`config.mk`:
```
export PLATFORM = sky130hd
export DESIGN_NAME = nic_csr
export DESIGN_NICKNAME = d
export VERILOG_FILES = /design/src/rtl/nic_csr.sv
export SDC_FILE = /design/constraint.sdc
export NUM_CORES = 1
export LEC_CHECK = 0
export BUFFER_PORTS_ARGS = -buffer_cell sky130_fd_sc_hd__clkbuf_2
export CORE_MARGIN = 1
export CORE_UTILIZATION = 57
export CTS_CLUSTER_SIZE = 28
export DETAILED_ROUTE_END_ITERATION = 8
export HOLD_SLACK_MARGIN = 0.06
export PLACE_DENSITY = 0.84
export SLEW_MARGIN = 20
export SYNTH_ARGS = -nofsm -noshare
export SYNTH_HDL_FRONTEND = slang
export SYNTH_SLANG_ARGS = --single-unit
```
`constraint.sdc`:
```
create_clock -name clk -period 3.2 [get_ports clk]
set_input_delay 0.48 -clock clk [delete_from_list [all_inputs] [get_ports clk]]
set_output_delay 0.48 -clock clk [all_outputs]
set_load 0.01 [all_outputs]
```
`src/rtl/nic_csr.sv`:
```
module nic_csr (
  input  logic        clk,
  input  logic        rst_n,
  input  logic        reg_wr,
  input  logic [2:0]  reg_addr,
  input  logic [15:0] reg_wdata,
  output logic [15:0] reg_rdata,
  input  logic        tx_done,
  input  logic        rx_done,
  input  logic        tx_empty,
  input  logic        rx_empty,
  input  logic        bus_err,
  output logic        irq,
  output logic        soft_rst,
  output logic        rx_en,
  output logic        iloop_dis,
  output logic        eloop_en,
  output logic [31:0] rx_list_addr,
  output logic        rx_list_load,
  output logic [31:0] tx_list_addr,
  output logic        tx_list_load
);
  localparam logic [2:0] A_CSR  = 3'd0;
  localparam logic [2:0] A_RXLO = 3'd1;
  localparam logic [2:0] A_RXHI = 3'd2;
  localparam logic [2:0] A_TXLO = 3'd3;
  localparam logic [2:0] A_TXHI = 3'd4;

  logic rx_en_q, rst_bit_q, nxm_q, txe_q, rxe_q, ie_q, txi_q, iloop_q, eloop_q, rxi_q;
  logic soft_rst_q, rx_load_q, tx_load_q;
  logic [15:0] rx_lo_q, tx_lo_q;
  logic [31:0] rx_addr_q, tx_addr_q;
  logic [15:0] csr;

  wire wr_csr  = reg_wr && (reg_addr == A_CSR);
  wire wr_rxhi = reg_wr && (reg_addr == A_RXHI);
  wire wr_txhi = reg_wr && (reg_addr == A_TXHI);
  wire do_rst  = wr_csr && rst_bit_q && !reg_wdata[1];

  assign csr = {rxi_q, 5'b0, eloop_q, iloop_q, txi_q, ie_q, rxe_q, txe_q,
                1'b0, nxm_q, rst_bit_q, rx_en_q};

  always_ff @(posedge clk or negedge rst_n) begin
    if (!rst_n) begin
      {rx_en_q, rst_bit_q, nxm_q, ie_q, txi_q, iloop_q, eloop_q, rxi_q} <= '0;
      txe_q      <= 1'b1;
      rxe_q      <= 1'b1;
      soft_rst_q <= 1'b0;
    end else begin
      soft_rst_q <= do_rst;
      if (do_rst) begin
        {rx_en_q, rst_bit_q, nxm_q, ie_q, txi_q, iloop_q, eloop_q, rxi_q} <= '0;
        txe_q <= 1'b1;
        rxe_q <= 1'b1;
      end else begin
        if (wr_csr) begin
          rx_en_q   <= reg_wdata[0];
          rst_bit_q <= reg_wdata[1];
          ie_q      <= reg_wdata[6];
          iloop_q   <= reg_wdata[8];
          eloop_q   <= reg_wdata[9];
        end
        txi_q <= tx_done | (txi_q & ~(wr_csr & reg_wdata[7]));
        rxi_q <= rx_done | (rxi_q & ~(wr_csr & reg_wdata[15]));
        nxm_q <= bus_err | (nxm_q & ~(wr_csr & reg_wdata[2]));
        txe_q <= tx_empty | (txe_q & ~wr_txhi);
        rxe_q <= rx_empty | (rxe_q & ~wr_rxhi);
      end
    end
  end

  always_ff @(posedge clk or negedge rst_n) begin
    if (!rst_n) begin
      rx_lo_q   <= '0;
      tx_lo_q   <= '0;
      rx_addr_q <= '0;
      tx_addr_q <= '0;
      rx_load_q <= 1'b0;
      tx_load_q <= 1'b0;
    end else begin
      rx_load_q <= wr_rxhi;
      tx_load_q <= wr_txhi;
      if (reg_wr && reg_addr == A_RXLO) rx_lo_q <= reg_wdata;
      if (reg_wr && reg_addr == A_TXLO) tx_lo_q <= reg_wdata;
      if (wr_rxhi) rx_addr_q <= {reg_wdata, rx_lo_q};
      if (wr_txhi) tx_addr_q <= {reg_wdata, tx_lo_q};
    end
  end

  always_comb begin
    case (reg_addr)
      A_CSR:   reg_rdata = csr;
      A_RXLO:  reg_rdata = rx_lo_q;
      A_RXHI:  reg_rdata = rx_addr_q[31:16];
      A_TXLO:  reg_rdata = tx_lo_q;
      A_TXHI:  reg_rdata = tx_addr_q[31:16];
      default: reg_rdata = '0;
    endcase
  end

  assign irq          = ie_q & (txi_q | rxi_q);
  assign soft_rst     = soft_rst_q;
  assign rx_en        = rx_en_q;
  assign iloop_dis    = iloop_q;
  assign eloop_en     = eloop_q;
  assign rx_list_addr = rx_addr_q;
  assign tx_list_addr = tx_addr_q;
  assign rx_list_load = rx_load_q;
  assign tx_list_load = tx_load_q;
endmodule

```
# After elaboration in Yosys (flattened, before gate mapping)
# Index checks and enable logic that the tools add are counted.
# Widths: inputs -> output; s select.
[word_totals]
regBits = 109
wordCells = 67
[classes]
eq_ne = 4
mux = 16
bitwise = 20
n_reduce_logical = 10
[op_table]
columns = ["operator", "n"]
rows = [
  ["$pmux 16 s5", 1],
  ["$mux 1", 15],
  ["$and 1x1->1", 9],
  ["$logic_and 1x1->1", 7],
  ["$eq 3x2->1 const B", 2],
  ["$or 1x1->1", 6],
  ["$not 1->1", 5],
  ["$eq 3x1->1 const B", 1],
  ["$eq 3x3->1 const B", 1],
  ["$logic_not 3->1", 1],
  ["$reduce_bool 2->1", 1],
  ["$logic_not 1->1", 1],
]

# Depth between registers and ports, before layout
# Gate-level depths: netlist of the first run.
[depth]
word_depth = 7
depth_mapped = 8
depth_no_buf = 4

# Worst setup path before layout of the first run
# OpenSTA, ideal clock, no wires.
[synth_path]
path_type = "input port to output port"
from = "input reg_addr[2]"
to = "output reg_rdata[2]"
arrival_time_ps = 1572
required_ps = 2720
slack_ps = 1148
cell_stages = 6
n_path_buf = 3
path_cell_list = "buf_6 nor2b_1 clkbuf_1 clkbuf_1 a22oi_1 o21ai_0"
[synth_between]
elab_chain_cells = 2
elab_cells_between_ends = 6
classes_between = "eq/ne: 4; mux: 1; reduce/logical: 1"
[synth_lines]
columns = ["element", "line_no", "text"]
rows = [
  ["start: declaration", "5", "input logic [2:0] reg_addr,"],
  ["$eq 3x3->1 (tied with other cells)", "91", "case (reg_addr)"],
  ["$pmux 16 s5 *", "91", ""],
  ["end: declaration", "7", "output logic [15:0] reg_rdata,"],
]
# Mark *: on every way between the ends. The rest lies on a longest branch, timed or not.

# Final worst setup path of the first run
[layout_path]
from = "input reg_addr[0]"
to = "output reg_rdata[6]"
# Same word-level chain as after synthesis.

==> impl_metrics.yaml, run 1 <==
outcome:
  outcome: "completed"
floorplan:
  placeableCoreArea_sq_mm: 0.007848
  start_util_pct: 59.81
  floorplan.die.height_um: 92.74
  floorplan.io_pins: 114
  die_x_um: 92.74
  placementRows: 32
  die-area_sq_mm: 0.008601
worst_setup_path:
  crit_slowest_cell: "and2b_1"
  cp-end-kind: "output pin"
  ordered_cell_list_for_the_critical_path: "clkbuf_2 -> and2b_1 -> buf_4 -> a22oi_1 -> o21ai_0 -> clkbuf_2"
  timing.critical_path.arrival_ns: 1.96
  largest_incremental_delay_on_the_critical_path_ns: 0.32
  worst-path-max-fanout: 16
  crit_path_frequent_cell: "clkbuf_2"
  critical_path_class: "in -> out"
  worstPathRequired_ns: 2.72
  crit_path_start_kind: "input port"
cts:
  post_cts.resized_instances: 0
  cts_inserted_buffers: 9
  postCtsSetupBuffers: 0
  ctsHoldBuffers: 0
  tritoncts_clock_tree: "yes"
  number_of_sinks_driven_by_the_clock_tree: 109
  ctsRootBufferMaster: "clkbuf_8"
  clock_latency_reported_for_the_late_side_of_the_worst_skew_pair_ns: 0.37
  clk_transition_reported_paths_ns: 0.10
  cts-htree-levels: 3
  max-clock-path-buffers: 2
cells_and_area:
  instances_no_fill: 549
  final_core_util_pct: 71.33
  n_antenna_cell: 0
  final_layout_size_suffix_gt1_share_pct: 56.82
  filler_cell_count: 581
  stdcell_area_sq_mm: 0.005598
  area.growth.synth_to_final_pct: 19.27
  layout.nets: 469
hold_path:
  worstHoldPathType: "in -> async"
logic_synthesis:
  syn_inst: 328
  synth.area.mux_share_pct: 26.71
  netlist_area_sq_mm: 0.004693
  fraction_of_the_mapped_netlist_area_in_adder_cells_pct: 0
  synth_top_family_by_area: "multiplexers"
  post_synth_xor_area_fraction_pct: 0
  post_synth_top_area_cell: "dfrtp_1"
  syn_avg_cell_area_sq_um: 14.31
  number_of_distinct_library_cells_after_synthesis: 34
  synth_compound_area_share_pct: 6.638
  yosys.area_share.simple_pct: 5.225
  synth.yosys.warnings: 0
  post_synth_main_area_contributors: "dfrtp_1, mux2_2, a22oi_1"
  synth_seq_area_share_pct: 58.17
  mappedNetlistNets: 355
  synth-seq-cells: 109
  synth.top_cell.area_share_pct: 57.05
routing:
  remaining_drc_errors: 0
  route.vias.total: 3237
  drt.antenna.violating_nets: 0
  wl_per_cell_um: 19.90
  avgViaCountPerCell: 5.896
  postRouteWirelength_um: 10920
  dr.pass1.iters: 4
  drt_iter0_drc: 128
placed_design:
  post-dp-hpwl_um: 7600
  gp_congestion: 0.8260
  portBuffers: 113
  dp.cells: 533
  dpl_cell_area_sq_mm: 0.005389
pwr:
  peakVddDrop_v: 0.0003574
  leakagePower_nw: 2.613
  areal_power_density_over_the_cells_mw_per_mm2: 677.3
timing:
  worst-slew-pin-transition_ns: 0.9653
  report.final.hold_viol_count: 0
  fmax_mhz: 409.4
  finalCritPeriodShare_pct: 76.32
  timing.max_slew.rel_slack_pct: 34.74
  rsz0062_at_grt: "false"
  finalMaxSlewViolations: 0
  min_period_ns: 2.442
  fin_worst_hold_slack_ns: 0.09803
  finClkSkew_ns: 0.005895
  final.setup.tns_ns: 0
  setup_viol_count_final: 0
job:
  max_cap_violations: 0
grt:
  grt-ovfl-total: 0
  wire_length_of_the_first_global_routing_pass_um: 16930
  antenna_found_initial: 0
  grt_usage_pct: 26.38
  first_global_vias: 3289
  grt_start_max_net_pins: 66
worst paths after layout:
kind,slack (ns),from,end,depth (start not counted)
max in group asynchronous,2.33,rst_n,rxe_q,2
min in group clk,0.32,rx_empty,rxe_q,2
setup reg to reg,2.01,rst_bit_q,rxe_q,3
hold / removal,0.1,rst_n,rx_list_addr[16],1
setup / recovery,0.76,reg_addr[0],reg_rdata[6],6
hold reg to reg,0.52,tx_list_addr[8],tx_list_addr[8],1
stage by stage:
| stage | setup slack, ns | power (mW) |
|---|---|---|
| final | 0.7576 | 3.791 |
| after global routing | 0.7005 | 3.980 |
| after CTS | 0.7890 | 3.815 |
| after detailed placement | 0.7911 | 2.976 |
| after global placement | 0.8364 | 2.921 |
| after floorplan | 1.148 | 2.489 |
layer usage:
layer	share of wire (%)	wire, um	global-route usage, %
met1	43	4724	36.34
met2	48	5282	41.48
met3	5.8	637	5.255
met4	2.6	279	10.38
met5	0	0	0
flip-flops by register name (all words and copies together), names as in the netlist, 16 cells and up:
name / count
rx_list_addr: 32
tx_list_addr: 32
rx_lo_q: 16
tx_lo_q: 16
cells in the mapped netlist, drive strengths merged:
library cell,count
a22oi,16
nor4bb,1
o21ai,10
or3,1
clkbuf,5
nand3b,1
nor3b,3
nand2,11
dfstp,2
nand4b,1
inv,2
buf,17
nor2,5
nor4b,2
o21a,1
mux2i,6
nand3,4
nor2b,3
nand2b,2
and2b,1
nor3,3
a211o,1
mux2,106
dfrtp,107
a32oi,10
o22ai,6
or4b,1
final cells by class:
type	count	area (sq um)	share of cell area (%)
sequential	109	2730	48.77
inverter	2	10.01	0.1788
clock buffer	10	137.6	2.459
timing repair buffer	125	695.7	12.43
multi-input combinational	195	1826	32.61
clock inverter	6	71.32	1.274
tap	102	127.6	2.280
placed cells by master (no fill, tap or decap), types with 4 or more instances in the layout:
cell / count
clkbuf_2: 112
dfrtp_1: 107
mux2_2: 105
a22oi_1: 16
nand2_1: 11
a32oi_1: 10
o21ai_0: 10
clkbuf_8: 10
buf_4: 10
mux2i_1: 6
o22ai_1: 6
nor2_1: 4
nand3_1: 4
critical path, delay by kind of cell:
family	cells	cell delay (ns)
buffers and inverters	3	0.74
AOI/OAI and AO/OA	2	0.41
and+or+nand+nor	1	0.32
logic make-up (layout without fill, tap and decap cells):
group / count (synthesis) / in the layout
AOI/OAI and AO/OA: 44 / 44
buffers and inverters: 24 / 143
DFF: 109 / 109
muxes: 112 / 112
and+or+nand+nor: 39 / 39
report_power, final:
part	switching [mW]	internal [mW]
logic	0.466	0.515
clock network	0.462	0.389
registers	0.244	1.72
total	1.17	2.62
Power figures use the tool's default switching activity.
==> inputs of run 2 (changes only) <==
ABC_AREA = 1   (was default)
CORE_UTILIZATION = 48   (was 57)
PLACE_DENSITY = 0.76   (was 0.84)
clock period = 2 ns   (was 3.2 ns; I/O delays follow)
==> impl_metrics.yaml, run 2 <==
timing:
  final.setup.tns_ns: 0
  rsz0062_at_grt: "false"
  finalMaxSlewViolations: 0
  min_period_ns: 1.821
  worst-slew-pin-transition_ns: 0.4750
  finClkSkew_ns: 0.007522
  report.final.hold_viol_count: 0
  finalCritPeriodShare_pct: 91.05
  fmax_mhz: 549.1
  timing.max_slew.rel_slack_pct: 68.14
  setup_viol_count_final: 0
pwr:
  leakagePower_nw: 3.068
  areal_power_density_over_the_cells_mw_per_mm2: 973.8
  peakVddDrop_v: 0.0004595
  fin_total_pwr_mw: 5.424
cells_and_area:
  layout.nets: 687
  area.growth.synth_to_final_pct: 20.19
  instances_no_fill: 793
  layout_common_cells: "nand2_1, clkbuf_2, dfrtp_1"
  filler_cell_count: 890
  mostFrequentLayoutCell: "nand2_1"
  n_antenna_cell: 0
  final_layout_size_suffix_gt1_share_pct: 23.34
  multi_input_comb_area_sq_mm: 0.001677
  seq_area_sq_mm: 0.002730
worst_setup_path:
  critical_path_class: "in -> out"
  worst-path-max-fanout: 10
  path_buf_inv: 3
  largest_incremental_delay_on_the_critical_path_ns: 0.34
  timing.critical_path.arrival_ns: 1.52
  critPathTopFamily: "simple AND/OR/NAND/NOR gates"
  rrSetupSlack_ns: 0.92
  worstPathRequired_ns: 1.70
  crit_slowest_cell: "nor2_2"
  ordered_cell_list_for_the_critical_path: "clkbuf_2 -> inv_2 -> nor2_2 -> nand3_1 -> nand2_1 -> nor2_1 -> nand2_1 -> clkbuf_2"
  r2r_start: "rst_bit_q"
  cp-end-kind: "output pin"
  worst_setup_path_startpoint: "reg_addr[0]"
  reg2reg_end: "iloop_dis"
  reg2regPathDepth: 3
  crit_path_start_kind: "input port"
logic_synthesis:
  async_reset_ff_share_pct: 100.0
  yosys_most_used_dff: "dfrtp_1"
  synth.yosys.warnings: 0
  number_of_distinct_library_cells_after_synthesis: 21
  netlist_area_sq_mm: 0.004634
  mappedNetlistNets: 576
  synth-seq-cells: 109
  syn_inst: 549
  synth.top_cell.area_share_pct: 57.78
  netlist_top_cells_count: "nand2_1, dfrtp_1, o21ai_0"
  synth_enable_flop_cells: 0
  post_synth_top_area_cell: "dfrtp_1"
  post_synth_main_area_contributors: "dfrtp_1, nand2_1, o21ai_0"
  synthMostInstantiatedCell: "nand2_1"
  syn_avg_cell_area_sq_um: 8.442
  synth_seq_area_share_pct: 58.91
floorplan:
  die_x_um: 100.3
  die-area_sq_mm: 0.01005
  placementRows: 35
  start_util_pct: 49.92
  floorplan.die.height_um: 100.3
  floorplan.io_pins: 114
  placeableCoreArea_sq_mm: 0.009284
job:
  max_cap_violations: 0
routing:
  route.vias.total: 4106
  drt.antenna.violating_nets: 0
  dr.pass1.iters: 5
  avgViaCountPerCell: 5.178
  remaining_drc_errors: 0
  postRouteWirelength_um: 12130
  wl_per_cell_um: 15.30
  drt_iter0_drc: 250
grt:
  first_global_vias: 3840
  grt_usage_pct: 25.07
  antenna_found_initial: 0
  grt-ovfl-total: 0
  grt_start_max_net_pins: 51
  wire_length_of_the_first_global_routing_pass_um: 19260
hold_path:
  whs_endpoint: "rxi_q"
  worstHoldPathType: "in -> reg"
  min_delay_path_depth: 3
  min_from: "rx_done"
cts:
  ctsRootBufferMaster: "clkbuf_8"
  clk_transition_reported_paths_ns: 0.09
  clock_latency_reported_for_the_late_side_of_the_worst_skew_pair_ns: 0.36
  max-clock-path-buffers: 2
  cts-htree-levels: 3
  tritoncts_clock_tree: "yes"
  cts_inserted_buffers: 9
  postCtsSetupBuffers: 0
  number_of_sinks_driven_by_the_clock_tree: 109
placed_design:
  gp_congestion: 0.9165
  dp.cells: 777
  portBuffers: 113
  post-dp-hpwl_um: 8930
outcome:
  outcome: "completed"
==> run 2: changes by cell type after synthesis, sizes merged, moves of 5 or more <==
cell    delta
a22oi     -16
mux2i      -6
a32oi     -10
buf        -5
o21ai     +59
nand2    +225
nand3     +44
nand4      +9
nor2       +9
mux2     -106
inv       +23
clkbuf    +12
o22ai      -6
==> run 2: per-layer routing <==
| layer | wire length (um) | part of all wire [%] | global-route usage, % | up-vias |
|---|---|---|---|---|
| met2 | 5676 | 47 | 40.52 | 187 |
| met1 | 5335 | 44 | 35.13 | 1926 |
| met3 | 900 | 7.4 | 4.387 | 14 |
| met4 | 216 | 1.8 | 6.800 | 0 |
| li1 | - | - | - | 1979 |
| met5 | 0 | 0 | 0 | - |
==> run 2: worst reg2reg max path: stages (launching register included) <==
cell,delay (ns)
dfrtp_1,0.36
nand3_1,0.12
nor2_2,0.31
o21ai_0,0.16
==> run 2: timing repair <==
action	in CTS	in global routing
gates resized for setup	0	0
endpoints found under the setup margin	0	0
hold buffers	1	0
endpoints found under the hold margin	22	0
==> run 2: logic make-up (layout without fill, tap and decap cells) <==
family                 Yosys count  count (layout)  share of synthesized area, %
buffers and inverters           55             170                         4.914
and+or+nand+nor                312             312                         28.24
DFF                            109             109                         58.91
AOI/OAI and AO/OA               73              73                         7.937
==> run 2: area by class of cell <==
class / instances / area share, %
Sequential cell: 109 / 49.01
Multi-Input combinational cell: 385 / 30.10
Timing Repair Buffer: 129 / 12.85
Tap cell: 129 / 2.898
Clock buffer: 9 / 2.224
Inverter: 26 / 1.752
Clock inverter: 6 / 1.168
==> run 2: worst max-delay path by stage <==
stage / end / slack [ns] / cells after the start
5_1_grt: reg_rdata[9] / 0.12 / 8
6_report: reg_rdata[6] / 0.18 / 8
2_1_floorplan: reg_rdata[2] / 0.46 / 7
3_3_place_gp: reg_rdata[6] / 0.26 / 8
3_5_place_dp: rx_list_addr[1] / 0.22 / 7
4_1_cts: reg_rdata[6] / 0.23 / 8
==> run 2: power breakdown <==
group / internal [mW] / switching [mW] / leakage (nW) / total (mW)
Combinational: 0.470 / 0.689 / 1.61 / 1.16
Sequential: 2.62 / 0.339 / 1.37 / 2.96
Clock: 0.570 / 0.737 / 0.0833 / 1.31
Total: 3.66 / 1.76 / 3.07 / 5.42
==> run 2: per-stage QoR <==
step / area, sq um / hold WS (ns) / util [%] / setup slack, ns
finish: 5570 / 0.1459 / 60.00 / 0.1790
global route: 5570 / 0.1360 / 60.00 / 0.1199
CTS: 5570 / 0.1296 / 60.00 / 0.2295
detailed placement: 5371 / 0.2186 / 57.86 / 0.2181
global placement: 5371 / 0.2167 / 57.86 / 0.2616
floorplan: 4634 / 0.004409 / - / 0.4594
